$ cat src/rtl/rxbs_pkg.sv
package rxbs_pkg;
    typedef enum logic [2:0] {
        ST_HALT,
        ST_ACCUM,
        ST_EARLY,
        ST_ONTIME,
        ST_LATE
    } lane_st_t;
endpackage

$ cat src/rtl/rxbs_lane.sv
module rxbs_lane
    import rxbs_pkg::*;
#(
    parameter int BYTE_W    = 10,
    parameter int NOM_TICKS = 10,
    parameter int MAXB      = 2,
    parameter int ACC_W     = 32,
    localparam int CNT_W    = $clog2(MAXB + 1)
) (
    input  logic              clk,
    input  logic              rst_n,
    input  logic              run,
    input  logic [MAXB-1:0]   bits_i,
    input  logic [CNT_W-1:0]  cnt_i,
    output logic              stb_o,
    output logic [BYTE_W-1:0] byte_o,
    output logic              vld_o
);
    localparam int FILL_W = $clog2(ACC_W + 1);
    localparam int PH_W   = $clog2(NOM_TICKS + 1);

    lane_st_t          st, st_nxt;
    logic [PH_W-1:0]   ph, ph_nxt;
    logic [FILL_W-1:0] fill;
    logic [ACC_W-1:0]  acc;
    logic [FILL_W:0]   f_sum;
    logic [ACC_W-1:0]  acc_in;
    logic [MAXB-1:0]   in_mask;
    logic              enough, extra, fire, fire_vld;

    // incoming bits appended above the held ones
    always_comb begin
        for (int k = 0; k < MAXB; k++) begin
            in_mask[k] = (k < int'(cnt_i));
        end
        f_sum  = {1'b0, fill} + (FILL_W+1)'(cnt_i);
        acc_in = acc | (ACC_W'(bits_i & in_mask) << fill);
        enough = f_sum >= (FILL_W+1)'(BYTE_W);
        extra  = f_sum >= (FILL_W+1)'(BYTE_W + 1);
    end

    // next state and fire decision
    always_comb begin
        st_nxt   = st;
        ph_nxt   = ph;
        fire     = 1'b0;
        fire_vld = 1'b0;
        unique case (st)
            ST_HALT: begin
                st_nxt = ST_ACCUM;
                ph_nxt = '0;
            end
            ST_ACCUM: begin
                ph_nxt = ph + 1'b1;
                if (ph == PH_W'(NOM_TICKS - 3)) st_nxt = ST_EARLY;
            end
            ST_EARLY: begin
                if (extra) begin
                    fire     = 1'b1;
                    fire_vld = 1'b1;
                end else begin
                    st_nxt = ST_ONTIME;
                end
            end
            ST_ONTIME: begin
                if (enough) begin
                    fire     = 1'b1;
                    fire_vld = 1'b1;
                end else begin
                    st_nxt = ST_LATE;
                end
            end
            ST_LATE: begin
                fire     = 1'b1;
                fire_vld = enough;
            end
            default: st_nxt = ST_HALT;
        endcase
        if (fire) begin
            st_nxt = ST_ACCUM;
            ph_nxt = '0;
        end
    end

    // state register
    always_ff @(posedge clk or negedge rst_n) begin
        if (!rst_n) begin
            st <= ST_HALT;
            ph <= '0;
        end else if (!run) begin
            st <= ST_HALT;
            ph <= '0;
        end else begin
            st <= st_nxt;
            ph <= ph_nxt;
        end
    end

    // accumulator and registered outputs
    always_ff @(posedge clk or negedge rst_n) begin
        if (!rst_n) begin
            acc    <= '0;
            fill   <= '0;
            stb_o  <= 1'b0;
            vld_o  <= 1'b0;
            byte_o <= '0;
        end else if (!run) begin
            acc    <= '0;
            fill   <= '0;
            stb_o  <= 1'b0;
            vld_o  <= 1'b0;
            byte_o <= '0;
        end else if (st == ST_HALT) begin
            stb_o <= 1'b0;
            vld_o <= 1'b0;
        end else begin
            stb_o <= fire;
            vld_o <= fire && fire_vld;
            if (fire && fire_vld) begin
                byte_o <= acc_in[BYTE_W-1:0];
                acc    <= acc_in >> BYTE_W;
                fill   <= FILL_W'(f_sum - (FILL_W+1)'(BYTE_W));
            end else begin
                acc  <= acc_in;
                fill <= FILL_W'(f_sum);
            end
        end
    end

    assert_no_overflow_R11: assert property (@(posedge clk) disable iff (!rst_n)
        (run && st != ST_HALT) |-> (f_sum <= (FILL_W+1)'(ACC_W)));
    assert_min_spacing_R4: assert property (@(posedge clk) disable iff (!rst_n)
        stb_o |=> !stb_o);
    assert_late_fires_R5: assert property (@(posedge clk) disable iff (!rst_n)
        (run && st == ST_LATE) |=> stb_o);
    assert_vld_on_stb_R5: assert property (@(posedge clk) disable iff (!rst_n)
        vld_o |-> stb_o);
    assert_halt_quiet_R1: assert property (@(posedge clk) disable iff (!rst_n)
        !run |=> (!stb_o && !vld_o));
endmodule

$ cat src/rtl/rxbs_merge.sv
module rxbs_merge #(
    parameter int LANES  = 4,
    parameter int BYTE_W = 10
) (
    input  logic                    clk,
    input  logic                    rst_n,
    input  logic                    lock,
    input  logic                    rec_en,
    input  logic                    align,
    input  logic [LANES-1:0]        l_stb,
    input  logic [LANES-1:0]        l_vld,
    input  logic [LANES*BYTE_W-1:0] l_byte,
    output logic [LANES-1:0]        stb_o,
    output logic [LANES-1:0]        vld_o,
    output logic [LANES*BYTE_W-1:0] byte_o
);
    for (genvar gi = 0; gi < LANES; gi++) begin : g_out
        logic              stb_r, vld_r, pend;
        logic [BYTE_W-1:0] byte_r, hold;
        logic [BYTE_W-1:0] in_byte;
        logic              newb;

        assign in_byte = l_byte[gi*BYTE_W +: BYTE_W];
        assign newb    = l_stb[gi] & l_vld[gi];

        always_ff @(posedge clk or negedge rst_n) begin
            if (!rst_n) begin
                stb_r  <= 1'b0;
                vld_r  <= 1'b0;
                pend   <= 1'b0;
                byte_r <= '0;
                hold   <= '0;
            end else if (!lock) begin
                stb_r  <= 1'b0;
                vld_r  <= 1'b0;
                pend   <= 1'b0;
                byte_r <= '0;
                hold   <= '0;
            end else if (!align) begin
                pend  <= 1'b0;
                stb_r <= rec_en && l_stb[gi];
                vld_r <= rec_en && newb;
                if (newb) byte_r <= in_byte;
            end else begin
                stb_r <= rec_en && l_stb[0];
                if (l_stb[0]) begin
                    vld_r <= rec_en && (newb || pend);
                    if (newb)      byte_r <= in_byte;
                    else if (pend) byte_r <= hold;
                    pend <= 1'b0;
                end else begin
                    vld_r <= 1'b0;
                    if (newb) begin
                        hold <= in_byte;
                        pend <= 1'b1;
                    end
                end
            end
        end

        assign stb_o[gi]                   = stb_r;
        assign vld_o[gi]                   = vld_r;
        assign byte_o[gi*BYTE_W +: BYTE_W] = byte_r;

        assert_vld_needs_stb_R9: assert property (@(posedge clk) disable iff (!rst_n)
            vld_r |-> stb_r);
        assert_lockstep_R9: assert property (@(posedge clk) disable iff (!rst_n)
            (align && lock) |=> (stb_r == stb_o[0]));
        assert_unlocked_quiet_R1: assert property (@(posedge clk) disable iff (!rst_n)
            !lock |=> (!stb_r && !vld_r));
        assert_disabled_quiet_R8: assert property (@(posedge clk) disable iff (!rst_n)
            !rec_en |=> !stb_r);
    end
endmodule

$ cat src/rtl/rx_byte_strobe.sv
module rx_byte_strobe #(
    parameter int LANES     = 4,
    parameter int BYTE_W    = 10,
    parameter int NOM_TICKS = 10,
    parameter int MAXB      = 2,
    parameter int ACC_W     = 32,
    localparam int CNT_W    = $clog2(MAXB + 1)
) (
    input  logic                    clk,
    input  logic                    rst_n,
    input  logic                    pll_lock,
    input  logic                    rec_en,
    input  logic                    sel_a,
    input  logic                    wsync,
    input  logic [LANES*MAXB-1:0]   bits_in,
    input  logic [LANES*CNT_W-1:0]  bits_cnt,
    output logic [LANES-1:0]        stb_out,
    output logic [LANES*BYTE_W-1:0] byte_out,
    output logic [LANES-1:0]        byte_vld
);
    logic [LANES-1:0]        l_stb, l_vld;
    logic [LANES*BYTE_W-1:0] l_byte;
    logic                    align;

    assign align = sel_a | wsync;

    for (genvar gi = 0; gi < LANES; gi++) begin : g_lane
        rxbs_lane #(
            .BYTE_W(BYTE_W), .NOM_TICKS(NOM_TICKS), .MAXB(MAXB), .ACC_W(ACC_W)
        ) u_lane (
            .clk    (clk),
            .rst_n  (rst_n),
            .run    (pll_lock),
            .bits_i (bits_in[gi*MAXB +: MAXB]),
            .cnt_i  (bits_cnt[gi*CNT_W +: CNT_W]),
            .stb_o  (l_stb[gi]),
            .byte_o (l_byte[gi*BYTE_W +: BYTE_W]),
            .vld_o  (l_vld[gi])
        );
    end

    rxbs_merge #(.LANES(LANES), .BYTE_W(BYTE_W)) u_merge (
        .clk    (clk),
        .rst_n  (rst_n),
        .lock   (pll_lock),
        .rec_en (rec_en),
        .align  (align),
        .l_stb  (l_stb),
        .l_vld  (l_vld),
        .l_byte (l_byte),
        .stb_o  (stb_out),
        .vld_o  (byte_vld),
        .byte_o (byte_out)
    );
endmodule

$ cat config.mk
export PLATFORM = sky130hd
export DESIGN_NAME = rx_byte_strobe
export DESIGN_NICKNAME = d
export VERILOG_FILES = /design/src/rtl/rxbs_pkg.sv /design/src/rtl/rxbs_lane.sv /design/src/rtl/rxbs_merge.sv /design/src/rtl/rx_byte_strobe.sv
export SDC_FILE = /design/constraint.sdc
export NUM_CORES = 1
export LEC_CHECK = 0
export BUFFER_PORTS_ARGS = -buffer_cell sky130_fd_sc_hd__buf_4
export CAP_MARGIN = 20
export CORE_ASPECT_RATIO = 0.75
export CORE_MARGIN = 4
export CORE_UTILIZATION = 35
export DETAILED_ROUTE_END_ITERATION = 10
export PLACE_DENSITY_LB_ADDON = 0.12
export SLEW_MARGIN = 20
export SYNTH_ARGS = -nofsm -noshare
export SYNTH_HDL_FRONTEND = slang
export SYNTH_SLANG_ARGS = --single-unit
$ cat constraint.sdc
create_clock -name clk -period 3.7 [get_ports clk]
set_input_delay 0.74 -clock clk [delete_from_list [all_inputs] [get_ports clk]]
set_output_delay 0.74 -clock clk [all_outputs]
set_load 0.02 [all_outputs]
==> flow_summary.ini, run 1 <==
[pwr]
peakVddDrop_v = 0.0002571
powerDensity_nw_per_um2 = 412.6
leakage_uw = 0.008679
finalPower_uw = 8056

[place]
dp_hpwl_um = 32060
place_area_um2 = 18240
port-buffer-count = 69
gp_congestion = 0.8235

[synthesis]
synth_edf_count = 0
synth.distinct_cells = 82
seq_area_frac_synth_pct = 47.09
synthCells = 1888
synth_warnings = 0
ys.flop_type = dfrtp_1
syn_area_per_cell_um2 = 9.008
synth_nets = 1934
async_flop_share_pct = 100.0
syn-cell-area_um2 = 17010
synth-seq-cells = 320

[die]
rows = 69
core_area_um2 = 47740
die_h_um = 198.9
die_w_um = 262.5
die-area_um2 = 52220
initial_core_util_pct = 35.62
pin_count = 70

[timing]
worst_pin_slew_ps = 1071
finalSetupViolations = 0
finalCritPeriodShare_pct = 92.42
rsz0062_at_grt = false
slew_headroom_pct = 28.24
finalSetupTns_ps = 0
maxSlewViolCount = 0
fmax_mhz = 292.4
final.min_clock_period_ps = 3420
fin_worst_skew_ps = 16.27
hold_viol = 0

[routing]
drt-total-wl_um = 47560
vias_per_cell = 5.520
via_count = 14240
drt-initial-drc-count = 1335
ant_nets = 0
drc = 0
firstDrtPassIters = 7
wl_per_cell_um = 18.44

[worst_setup_path]
r2r_start = g_lane[2].u_lane.fill[0]
start_kind = register
cp.arrival_ps = 3880
critPathRequiredTime_ps = 4160
cp-end-kind = register
ff2ff_path_depth = 12
path_max_fanout = 29
path_class = reg -> reg
worst-r2r-setup-slack_ps = 280
reg2reg_to = g_lane[2].u_lane.acc[1]

[cts]
cts_tree = built
worstSkewPairLatency_ps = 520
path_clk_slew_ps = 60
hold_buffers = 0
cts_resized = 0
cts_buffers = 38
cts_root_buf = clkbuf_16
post_cts_buffers = 0
htree_levels = 2
cts.sinks = 320
cts_buffer_depth = 3

[global_routing]
grt_pass1_wl_um = 78070
grtUsageMet3_pct = 2.906
grt_pass1_vias = 13780
grt_util_all_layers_pct = 17.98
met1_usage_pct = 28.72
busiest_layer = met1
gr-total-overflow = 0
use_met2_pct = 25.69
antenna_found_initial = 0
grt_max_degree = 96

[run]
drv_cap = 0

[status]
run_status = completed

[cells_and_area]
fin_area_um2 = 19520
drive_above_1_share_pct = 12.78
antenna_cells = 0
nets = 1960
area_growth_pct = 14.80

[min_path]
holdCritPathClass = in -> async
==> cell type report <==
class,count,area (um2)
fillers,4780,28220
clock buffers,56,1140
well taps,639,799.5
clock inverters,10,135.1
inverters,29,111.4
repair buffers,132,1074
multi-input cells,1393,8255
flip-flops and latches,320,8008
==> how the worst max path moves through the flow <==
stage	startpoint	to	cells after the start
2_1_floorplan	bits_cnt[0]	g_lane[0].u_lane.acc[12]	13
3_3_place_gp	bits_cnt[4]	g_lane[2].u_lane.acc[3]	13
3_5_place_dp	bits_cnt[4]	g_lane[2].u_lane.acc[1]	13
4_1_cts	g_lane[2].u_lane.fill[0]	g_lane[2].u_lane.acc[1]	12
5_1_grt	g_lane[2].u_lane.fill[0]	g_lane[2].u_lane.byte_o[7]	12
6_report	g_lane[2].u_lane.fill[0]	g_lane[2].u_lane.acc[1]	12
==> registers in the layout, summed over array words and instances (netlist names) <==
name / cells
g_lane.u_lane.fill: 24
u_merge.g_out.vld_r: 4
u_merge.g_out.stb_r: 4
u_merge.g_out.hold: 40
u_merge.g_out.byte_r: 40
u_merge.g_out.pend: 4
g_lane.u_lane.stb_o: 4
g_lane.u_lane.vld_o: 4
g_lane.u_lane.acc: 128
g_lane.u_lane.st: 12
g_lane.u_lane.ph: 16
g_lane.u_lane.byte_o: 40
==> synthesized netlist by cell type (20+ instances only) <==
library cell / count / area [um2]
and3_1: 21 / 131.4
clkbuf_1: 91 / 341.6
and2_1: 31 / 193.9
nor2_1: 204 / 765.7
dfrtp_1: 320 / 8008
a311oi_1: 22 / 192.7
a22o_1: 23 / 201.4
a21oi_1: 178 / 890.9
nor2b_1: 26 / 162.7
ha_1: 20 / 250.2
mux2i_1: 32 / 320.3
o21ai_0: 64 / 320.3
buf_2: 27 / 135.1
nand2_1: 198 / 743.2
nor3_1: 98 / 490.5
nand2b_1: 27 / 168.9
nand3_1: 91 / 455.4
a211oi_1: 52 / 390.4
a31oi_1: 32 / 200.2
a221o_1: 28 / 280.3
inv_1: 28 / 105.1
==> cell usage in the layout (no fill, tap or decap), types with 23 or more instances in the layout <==
cell type    n
dfrtp_1    320
nand3_1     91
and2_1      31
a22o_1      23
inv_1       27
nor2b_1     26
a211oi_1    52
buf_4      125
nand2_1    198
nand2b_1    27
clkbuf_16   39
nor3_1      92
a21oi_1    176
o21ai_0     64
a31oi_1     32
mux2i_1     32
nor2_1     204
a221o_1     28
==> cell families (layout without fill, tap and decap cells) <==
family / after synthesis / after routing / share of synthesized area, %
simple gates: 756 / 756 / 20.82
fa+ha+maj: 24 / 24 / 1.942
mux: 50 / 50 / 3.075
buf+inv: 175 / 227 / 4.657
flops: 320 / 320 / 47.09
compound gates: 545 / 545 / 21.49
xor+xnor: 18 / 18 / 0.9270
==> power breakdown <==
part	internal (uW)	total [uW]	switching (uW)
Sequential	3530	3580	51.7
Clock	2340	3850	1510
Combinational	193	623	430
==> per-layer routing <==
metal | share of wire, % | vias to the layer above | wire, um
met5 | 0 | - | 0
met4 | 1.3 | 0 | 605
met3 | 5.0 | 45 | 2355
met2 | 41 | 311 | 19530
met1 | 53 | 7001 | 25070
li1 | - | 6878 | -
==> metrics by stage <==
stage	util [%]	hold slack, ps	cells	setup slack, ps
2_1_floorplan	-	438.4	1888	366.3
3_3_place_gp	38.20	449.3	2513	-5.987
3_5_place_dp	38.20	455.2	2513	-55.66
4_1_cts	40.87	280.5	2579	298.7
5_1_grt	40.89	294.5	2579	47.51
6_report	40.89	218.6	2579	280.3
==> worst max-delay path: stages, from the launching register on <==
cell	delay [ps]
dfrtp_1	480
ha_1	260
fa_1	400
xnor2_1	160
ha_1	210
o21ai_0	170
and2_1	170
o211ai_2	100
nor3b_4	190
a21oi_4	630
buf_4	310
and3_1	170
a221o_1	100
No activity file was read; power rests on OpenSTA's default activity.
==> run 2: changes to the inputs <==
Settings changed: SETUP_SLACK_MARGIN set to 0.5.
==> flow_summary.ini, run 2 (synthesis results as in run 1) <==
[routing]
drc = 0
drt-total-wl_um = 47280
via_count = 14410
wl_per_cell_um = 18.28
ant_nets = 0
vias_per_cell = 5.571
firstDrtPassIters = 4
drt-initial-drc-count = 1200

[die]
die_w_um = 262.5
die_h_um = 198.9
pin_count = 70
die-area_um2 = 52220
rows = 69
initial_core_util_pct = 35.62
core_area_um2 = 47740

[worst_setup_path]
critPathRequiredTime_ps = 4110
max_stage_delay_ps = 450
cp.arrival_ps = 3470
path_max_fanout = 30
path_cells = ha_1 -> fa_2 -> xnor2_4 -> ha_1 -> inv_1 -> a31oi_2 -> a21oi_2 -> or2_4 -> a21oi_4 -> buf_12 -> nor3_1 -> a221o_1
critPathTopFamily = adder cells
cp-end-kind = register
start_kind = register
path_class = reg -> reg
crit_path_frequent_cell = ha_1
crit_buf_inv = 2
cp_slowest_cell = dfrtp_1

[cts]
cts_buffers = 37
cts_root_buf = clkbuf_16
cts_tree = built
worstSkewPairLatency_ps = 530
cts_buffer_depth = 3
path_clk_slew_ps = 60
hold_buffers = 0
htree_levels = 2
cts.sinks = 320

[timing]
finalCritPeriodShare_pct = 82.55
fin_worst_skew_ps = 11.47
final.min_clock_period_ps = 3054
rsz0062_at_grt = true
worst_pin_slew_ps = 1107
slew_headroom_pct = 25.61
finalSetupTns_ps = 0
hold_slack_ps = 283.6
hold_viol = 0
fmax_mhz = 327.4
maxSlewViolCount = 0
finalSetupViolations = 0

[global_routing]
grt_pass1_wl_um = 77010
gr-total-overflow = 0
met1_usage_pct = 28.20
use_met2_pct = 25.36
busiest_layer = met1
grt_pass1_vias = 13610
antenna_found_initial = 0
grt_util_all_layers_pct = 17.77
grt_max_degree = 105
grtUsageMet3_pct = 2.609

[cells_and_area]
multi_input_area_um2 = 8427
final_core_util_pct = 41.35
nets = 1967
mostFrequentLayoutCell = dfrtp_1
top_register = g_lane.u_lane.acc
regArea_um2 = 8011
drive_above_1_share_pct = 14.48
antenna_cells = 0
area_growth_pct = 16.09
most-common-layout-cells = 317 x dfrtp_1, 203 x nor2_1, 198 x nand2_1
largest_register_ffs = 128
fillCellCount = 4731
fin_area_um2 = 19740

[place]
gp_congestion = 0.7822
port-buffer-count = 69
place_area_um2 = 18320
dp_hpwl_um = 31320

[pwr]
peakVddDrop_v = 0.0002505
leakage_uw = 0.008697
powerDensity_nw_per_um2 = 398.0
finalPower_uw = 7858

[run]
drv_cap = 0

[min_path]
holdCritPathClass = in -> async

[status]
run_status = completed
==> run 2: cell count changes in the layout (fill, tap and decap cells not counted), sizes merged <==
cell | before | now
clkbuf | 56 | 55
clkinv | 5 | 7
clkinvlp | 1 | 3
buf | 132 | 139
bufinv | 3 | 0
==> run 2: worst reg2reg max path: stages (launching register included) <==
cell and delay (ps):
dfrtp_1 450, ha_1 250, fa_2 450, xnor2_4 210, ha_1 200, inv_1 70
a31oi_2 190, a21oi_2 70, or2_4 270, a21oi_4 180, buf_12 200, nor3_1 100
a221o_1 290
==> run 2: per-stage QoR <==
step,setup slack [ps],cells
floorplan,503.5,1888
global placement,112.4,2505
detailed placement,70.11,2505
CTS,492.1,2571
global route,488.1,2586
finish,645.6,2586
==> run 2: final cells by class <==
type	count	share of cell area, %
flip-flops and latches	320	40.58
well taps	639	4.050
inverters	29	0.5640
repair buffers	140	6.084
clock buffers	54	5.685
multi-input cells	1393	42.68
clock inverters	11	0.3549
==> run 2: what timing repair did <==
action / CTS / global route
pin swaps: 1 / 6
gates resized for setup: 5 / 15
setup buffers: 1 / 13
setup endpoints to repair: 20 / 137
cloned: 0 / 2
==> run 2: final timing paths <==
kind | start | to | slack, ps | cells after the start
max in group asynchronous | rst_n | u_merge.g_out[1].byte_r[8] | 2510 | 2
max reg2reg | g_lane[3].u_lane.fill[0] | g_lane[3].u_lane.acc[17] | 650 | 12
min reg2reg | u_merge.g_out[1].hold[8] | u_merge.g_out[1].hold[8] | 460 | 2
max | g_lane[3].u_lane.fill[0] | g_lane[3].u_lane.acc[17] | 650 | 12
min in group clk | u_merge.g_out[1].hold[8] | u_merge.g_out[1].hold[8] | 460 | 2
min | rst_n | g_lane[2].u_lane.acc[14] | 280 | 1
==> run 2: per-layer routing <==
metal / up-vias / wire, um
li1: 6918 / -
met1: 7136 / 24760
met2: 296 / 19600
met3: 57 / 2109
met4: 0 / 803
met5: - / 0
==> run 2: power breakdown <==
part	internal, uW	switching (uW)
logic	216	443
registers	3530	50.4
clock network	2110	1510
total	5850	2010
